===== src/rtl/pt_steer_pkg.sv =====
package pt_steer_pkg;
  // Window reach relative to the macrocell index: clusters k-BEHIND .. k+AHEAD
  localparam int BEHIND = 1;
  localparam int AHEAD  = 2;
  localparam int SLOTS  = BEHIND + AHEAD + 1;

  // Control-to-datapath strobes for one cluster.
  // slotHit[j] set: cluster c feeds macrocell c + BEHIND - j.
  typedef struct packed {
    logic [SLOTS-1:0] slotHit;
    logic             bad;
  } steerCtl_t;
endpackage


===== src/rtl/pt_steer_ctrl.sv =====
module pt_steer_ctrl
  import pt_steer_pkg::*;
#(
  parameter int N    = 16,
  parameter int IDXW = $clog2(N)
) (
  input  logic [N-1:0]      clusterEn,
  input  logic [N*IDXW-1:0] clusterTarget,
  output steerCtl_t [N-1:0] strobes
);

  for (genvar c = 0; c < N; c++) begin : g_cl
    logic [IDXW-1:0] tgt;
    steerCtl_t       ctl;
    int              delta;
    logic            legal;

    assign tgt = clusterTarget[c*IDXW +: IDXW];

    always_comb begin
      ctl   = '0;
      delta = int'(tgt) - c;
      legal = (int'(tgt) < N) && (delta >= -AHEAD) && (delta <= BEHIND);
      if (clusterEn[c]) begin
        if (legal) begin
          for (int j = 0; j < SLOTS; j++) begin
            if (delta == BEHIND - j) ctl.slotHit[j] = 1'b1;
          end
        end else begin
          ctl.bad = 1'b1;
        end
      end
    end

    assign strobes[c] = ctl;

    always_comb begin
      AST_ONE_DEST: assert ($onehot0(strobes[c].slotHit))
        else $error("cluster %0d steered to several macrocells", c);
    end
  end

endmodule


===== src/rtl/pt_steer_dp.sv =====
module pt_steer_dp
  import pt_steer_pkg::*;
#(
  parameter int N = 16
) (
  input  logic [N-1:0]      clusterIn,
  input  steerCtl_t [N-1:0] strobes,
  output logic [N-1:0]      mcSum
);

  for (genvar k = 0; k < N; k++) begin : g_mc
    logic [SLOTS-1:0] term;
    localparam int LO = (k - BEHIND < 0) ? 0 : k - BEHIND;
    localparam int HI = (k + AHEAD > N - 1) ? N - 1 : k + AHEAD;

    for (genvar j = 0; j < SLOTS; j++) begin : g_slot
      localparam int SRC = k - BEHIND + j;
      if (SRC >= 0 && SRC < N) begin : g_live
        assign term[j] = clusterIn[SRC] & strobes[SRC].slotHit[j];
      end else begin : g_clip
        assign term[j] = 1'b0;
      end
    end

    assign mcSum[k] = |term;

    always_comb begin
      AST_SUM_NEEDS_SOURCE: assert (!mcSum[k] || (|clusterIn[HI:LO]))
        else $error("macrocell %0d high with no cluster in its window", k);
    end
  end

  for (genvar c = 0; c < N; c++) begin : g_chk
    always_comb begin
      AST_BAD_BLOCKED: assert (!strobes[c].bad || (strobes[c].slotHit == '0))
        else $error("flagged cluster %0d still routed", c);
    end
  end

  always_comb begin
    AST_EDGE_LOW: assert (strobes[0].slotHit[SLOTS-1:BEHIND+1] == '0)
      else $error("cluster 0 routed below macrocell 0");
    AST_EDGE_HIGH: assert (strobes[N-1].slotHit[BEHIND-1:0] == '0)
      else $error("last cluster routed past last macrocell");
  end

endmodule


===== src/rtl/pt_cluster_steer.sv =====
module pt_cluster_steer
  import pt_steer_pkg::*;
#(
  parameter int N = 16,
  localparam int IDXW = $clog2(N)
) (
  input  logic [N-1:0]      clusterIn,
  input  logic [N-1:0]      clusterEn,
  input  logic [N*IDXW-1:0] clusterTarget,
  output logic [N-1:0]      mcSum,
  output logic [N-1:0]      badCluster,
  output logic              cfgError
);

  steerCtl_t [N-1:0] strobes;

  pt_steer_ctrl #(.N(N), .IDXW(IDXW)) u_ctrl (
    .clusterEn    (clusterEn),
    .clusterTarget(clusterTarget),
    .strobes      (strobes)
  );

  pt_steer_dp #(.N(N)) u_dp (
    .clusterIn(clusterIn),
    .strobes  (strobes),
    .mcSum    (mcSum)
  );

  for (genvar c = 0; c < N; c++) begin : g_flag
    assign badCluster[c] = strobes[c].bad;
  end

  assign cfgError = |badCluster;

  always_comb begin
    AST_QUIET_WHEN_OFF: assert ((badCluster & ~clusterEn) == '0)
      else $error("disabled cluster raised an error");
  end

endmodule


===== config.mk =====
export PLATFORM = sky130hd
export DESIGN_NAME = pt_cluster_steer
export DESIGN_NICKNAME = d
export VERILOG_FILES = /design/src/rtl/pt_steer_pkg.sv /design/src/rtl/pt_steer_ctrl.sv /design/src/rtl/pt_steer_dp.sv /design/src/rtl/pt_cluster_steer.sv
export SDC_FILE = /design/constraint.sdc
export NUM_CORES = 1
export LEC_CHECK = 0
export CORE_MARGIN = 2
export CORE_UTILIZATION = 43
export DETAILED_ROUTE_END_ITERATION = 10
export PLACE_DENSITY = 0.93
export SYNTH_ARGS = -nofsm -noshare
export SYNTH_HDL_FRONTEND = slang
export SYNTH_SLANG_ARGS = --single-unit

===== constraint.sdc =====
create_clock -name vclk -period 5.5
set_clock_uncertainty 0.05 [all_clocks]
set_input_delay 0.825 -clock vclk [all_inputs]
set_output_delay 0.825 -clock vclk [all_outputs]
set_load 0.005 [all_outputs]

==> results of run 1 <==
[layout by cell type, fill, tap and decap left out, types with 7 or more instances in the layout]
master	n
nand2_1	37
nor2_1	39
and3_1	7
ha_1	44
o22ai_1	8
o21ai_0	16
nand3_1	18
clkdlybuf4s50_1	129
a21oi_1	14
nor3_1	12
inv_1	29
[cell type report]
class	count	area (µm²)	area share, %
Inverter	29	109	3.12
Multi-Input combinational cell	292	2010	57.5
Tap cell	67	83.8	2.40
Timing Repair Buffer	129	1290	37.0
[how the worst max path moves through the flow]
stage	cells after the start	end	slack, ns	from
6_report	8	cfgError	1.07	clusterTarget[25]
5_1_grt	10	cfgError	0.94	clusterTarget[20]
4_1_cts	8	cfgError	1.06	clusterTarget[25]
3_5_place_dp	8	cfgError	1.07	clusterTarget[25]
3_3_place_gp	8	cfgError	1.09	clusterTarget[25]
2_1_floorplan	6	cfgError	2.13	clusterTarget[25]
[cell families (layout without fill, tap and decap cells)]
logic type / count (synthesis) / count (layout) / synth area share (%)
compound gates: 72 / 72 / 23.2
xor+xnor: 9 / 9 / 3.73
fa+ha+maj: 44 / 44 / 26.0
buf+inv: 29 / 158 / 5.14
mux: 1 / 1 / 0.473
simple gates: 166 / 166 / 41.5
[report_power, final]
| part | total (mW) | switching [mW] | internal (mW) |
|---|---|---|---|
| Sequential | 0 | 0 | 0 |
| Combinational | 0.228 | 0.0986 | 0.130 |
| Clock | 0 | 0 | 0 |
[tightest hold or removal path, delay by kind of cell]
kind                   cells  cell delay, ns
AOI/OAI and AO/OA          1            0.14
buffers and inverters      2            0.87
[metal layers]
metal	track usage [%]	vias up	wire length (µm)
li1	-	1442	-
met1	30.0	1289	2880
met2	49.0	118	3590
met3	3.39	14	576
met4	6.06	0	154
met5	0	-	0
[stage by stage]
step | hold slack, ns | setup WS (ns) | instance area [µm²]
global placement | 2.61 | 1.09 | 3490
detailed placement | 2.61 | 1.07 | 3490
finish | 2.62 | 1.07 | 3490
global route | 2.66 | 0.944 | 3490
CTS | 2.62 | 1.06 | 3490
floorplan | 1.69 | 2.13 | 2120
==> results_dict.tcl, run 1 <==
set metrics [dict create \
    ys_seq_area_share_pct 0 \
    ant_nets 0 \
    die_width_um 74.1 \
    drc 0 \
    p_leak_nw 1.46 \
    synthTopCellsByArea "ha_1, nor2_1, nand2_1, inv_1, nand3_1" \
    drtIter0Drc 136 \
    grt_overflow 0 \
    antenna_found_initial 0 \
    grt_first_pass_wirelength_mm 11.6 \
    synth_cell_types 52 \
    diodes 0 \
    fin_crit_ns 4.43 \
    num_vias 2863 \
    die_area_um2 5500 \
    core_um2 4720 \
    synthMostInstantiatedCell "ha_1" \
    n_sequential_cell 0 \
    post_drt_via_cell_ratio 5.54 \
    dr.pass1.iters 5 \
    power.density_nw_per_um2 65.4 \
    grt_max_degree 9 \
    cp-end-kind "primary output" \
    holdCritStartpoint "clusterEn[4]" \
    slew_viol_final 0 \
    cp.required_ns 4.62 \
    yosysTopAreaCell "ha_1" \
    crit_path_start_kind "primary input" \
    path_buf_inv 2 \
    hp-class "in -> out" \
    min_path_cells 3 \
    cp_cell_sequence "clkdlybuf4s50_1, ha_1, or4b_4, and3_4, or4_4, nor4_2, nand4b_1, clkdlybuf4s50_1" \
    syn_nets 461 \
    max-vdd-ir-drop_mv 0.0392 \
    drive_above_1_share_pct 2.22 \
    dpl.cell_count 517 \
    regArea_um2 0 \
    syn_area_per_cell_um2 6.59 \
    cts_resized 0 \
    worstMarginPinSlew_ns 0.392 \
    fin_cells 517 \
    synth_common_cells "ha_1, nor2_1, nand2_1" \
    grt_pass1_vias 2791 \
    arrival_ns 3.55 \
    relSlewSlack_pct 73.6 \
    finalWirelength_mm 7.20 \
    rows 25 \
    grt_usage_pct 25.6 \
    period_share_pct 80.5 \
    area_delta_synth_final_pct 65.0 \
    crit_path_max_fanout 3 \
    max_stage_delay_ns 0.50 \
    tns_ns 0 \
    rsz0062_at_grt "no" \
    fillers 380 \
    ys_warn_count 0 \
    synth_top_area_share_pct 26.0 \
    nNetsFinal 592 \
    synthesis.area_um2 2120 \
    wl_per_cell_um 13.9 \
    finalPower_uw 228 \
    drv_cap 0 \
    io_pins 129 \
    cp_top_family "simple AND/OR/NAND/NOR gates" \
    setup_viol 0 \
    post_cts_buffers 0 \
    post-route-util_pct 73.9 \
    min_to "badCluster[4]" \
    place_hpwl_mm 6.46 \
    die_height_um 74.1 \
    crit_slowest_cell "or4_4" \
    cp_common_cell "clkdlybuf4s50_1" \
    clkbuf_count 0 \
    gp_congestion 0.933 \
    io_buffers 129 \
    crit_type "in -> out" \
    final_hold_viol_count 0 \
    start_util_pct 44.8 \
    status "finished clean" \
    ctsHoldBuffers 0 \
    fmax_ghz 0.226 \
    syn_inst 321 \
]
(Power assumes the default switching activity.)
==> run 2, diff against run 1 <==
--- a/config.mk
+++ b/config.mk
@@ -6,9 +6,9 @@
 export NUM_CORES = 1
 export LEC_CHECK = 0
 export CORE_MARGIN = 2
-export CORE_UTILIZATION = 43
+export CORE_UTILIZATION = 40
 export DETAILED_ROUTE_END_ITERATION = 10
-export PLACE_DENSITY = 0.93
+export PLACE_DENSITY = 0.88
 export SYNTH_ARGS = -nofsm -noshare
 export SYNTH_HDL_FRONTEND = slang
 export SYNTH_SLANG_ARGS = --single-unit
==> constraint.sdc (replaced) <==
create_clock -name vclk -period 4.54
set_clock_uncertainty 0.05 [all_clocks]
set_input_delay 0.681 -clock vclk [all_inputs]
set_output_delay 0.681 -clock vclk [all_outputs]
set_load 0.005 [all_outputs]
==> run 2 against run 1 <==
Via count is 0.31% higher; cell count is 0.58% higher; clock-buffer cell count stayed put; global-route usage is 2.0 points lower; worst hold slack worse by 0.28 ns; highest routed layer unchanged; design area is 0.11% higher; largest power group unchanged; sequential cell count stayed put; die area is 7.1% higher; first-iteration DRC count is 37% lower; combinational power is 21% higher; wire length is 3.6% higher; critical path depth stayed put.
==> results_dict.tcl, run 2 (synthesized netlist as in run 1, its figures left out) <==
set metrics [dict create \
    status "finished clean" \
    drive_above_1_share_pct 2.22 \
    internal-power_uw 157 \
    grt_pass1_vias 2776 \
    num_vias 2872 \
    area_delta_synth_final_pct 65.2 \
    die_area_um2 5890 \
    fin_crit_ns 4.16 \
    crit_path_start_kind "primary input" \
    final_common_cell "clkdlybuf4s50_1" \
    max-vdd-ir-drop_mv 0.0424 \
    post_dp_cell_area_um2 3490 \
    fin_cells 520 \
    rsz0062_at_grt "no" \
    clkbuf_count 0 \
    die_width_um 76.7 \
    final_hold_viol_count 0 \
    cts_resized 0 \
    postLayoutCellArea_um2 3490 \
    combPwrFrac_pct 100.0 \
    nNetsFinal 592 \
    dpl.cell_count 520 \
    io_pins 129 \
    p_sw_share_pct 43.4 \
    place_hpwl_mm 6.58 \
    rows 26 \
    post-route-util_pct 68.4 \
    grt_first_pass_wirelength_mm 11.9 \
    switchingPower_uw 120 \
    pwr-share-seq_pct 0 \
    drv_cap 0 \
    slew_viol_final 0 \
    fmax_ghz 0.240 \
    core_um2 5110 \
    critical_path.startpoint "clusterTarget[25]" \
    clkPwrFrac_pct 0 \
    worstMarginPinSlew_ns 0.443 \
    finalPower_uw 277 \
    fillers 435 \
    wl_per_cell_um 14.3 \
    holdCritStartpoint "clusterEn[11]" \
    dr.pass1.iters 5 \
    tns_ns 0 \
    io_buffers 129 \
    finalWirelength_mm 7.45 \
    relSlewSlack_pct 70.2 \
    p_leak_nw 1.46 \
    period_share_pct 91.7 \
    arrival_ns 3.43 \
    die_height_um 76.7 \
    setup_viol 0 \
    grt_overflow 0 \
    start_util_pct 41.4 \
    antenna_found_initial 0 \
    hp-class "in -> out" \
    crit_type "in -> out" \
    drtIter0Drc 86 \
    cp.required_ns 3.81 \
    crit_path_max_fanout 3 \
    grt_max_degree 9 \
    grt_usage_pct 23.7 \
    power.density_nw_per_um2 79.4 \
    diodes 0 \
    layout_common_cells "clkdlybuf4s50_1, ha_1, nor2_1" \
    gp_congestion 0.891 \
    ant_nets 0 \
    drc 0 \
    post_drt_via_cell_ratio 5.52 \
    cp-end-kind "primary output" \
    n_sequential_cell 0 \
    post_cts_buffers 0 \
    ctsHoldBuffers 0 \
    regArea_um2 0 \
]
## run 2: cell counts in the layout (fill, tap and decap cells not counted)
Identical to the previous run, type by type.
## run 2: worst max-delay path: stages
cell and delay [ns]:
clkdlybuf4s50_1 0.45, ha_1 0.32, or4b_4 0.49, and3_4 0.21, or4_4 0.50, nor4_2 0.17, nand4b_1 0.14, clkdlybuf4s50_1 0.47
## run 2: metrics by stage
step | setup WS (ns) | hold slack, ns
floorplan | 1.46 | 1.40
global placement | 0.402 | 2.32
detailed placement | 0.349 | 2.33
CTS | 0.344 | 2.33
global route | 0.259 | 2.37
finish | 0.376 | 2.33
## run 2: path summary, 6_finish.rpt
path,depth (start not counted),to,slack (ns)
worst min-delay path,4,badCluster[11],2.33
worst max-delay path,8,cfgError,0.38
## run 2: routing by layer
layer | wire, µm | vias to the layer above | track usage, %
li1 | - | 1446 | -
met4 | 110 | 0 | 3.64
met3 | 568 | 12 | 3.29
met1 | 3070 | 1285 | 28.0
met5 | 0 | - | 0
met2 | 3700 | 129 | 45.5
## run 2: area by class of cell
type / instances / area [µm²] / area share, %
repair buffers: 129 / 1290 / 36.9
well taps: 70 / 87.6 / 2.51
inverters: 29 / 109 / 3.11
multi-input cells: 292 / 2010 / 57.4
## run 2: power by group through the flow
| stage | Clock, mW | Sequential, mW | Combinational (mW) |
|---|---|---|---|
| floorplan | 0 | 0 | 0.109 |
| global placement | 0 | 0 | 0.266 |
| detailed placement | 0 | 0 | 0.274 |
| CTS | 0 | 0 | 0.276 |
| global route | 0 | 0 | 0.303 |
| finish | 0 | 0 | 0.277 |
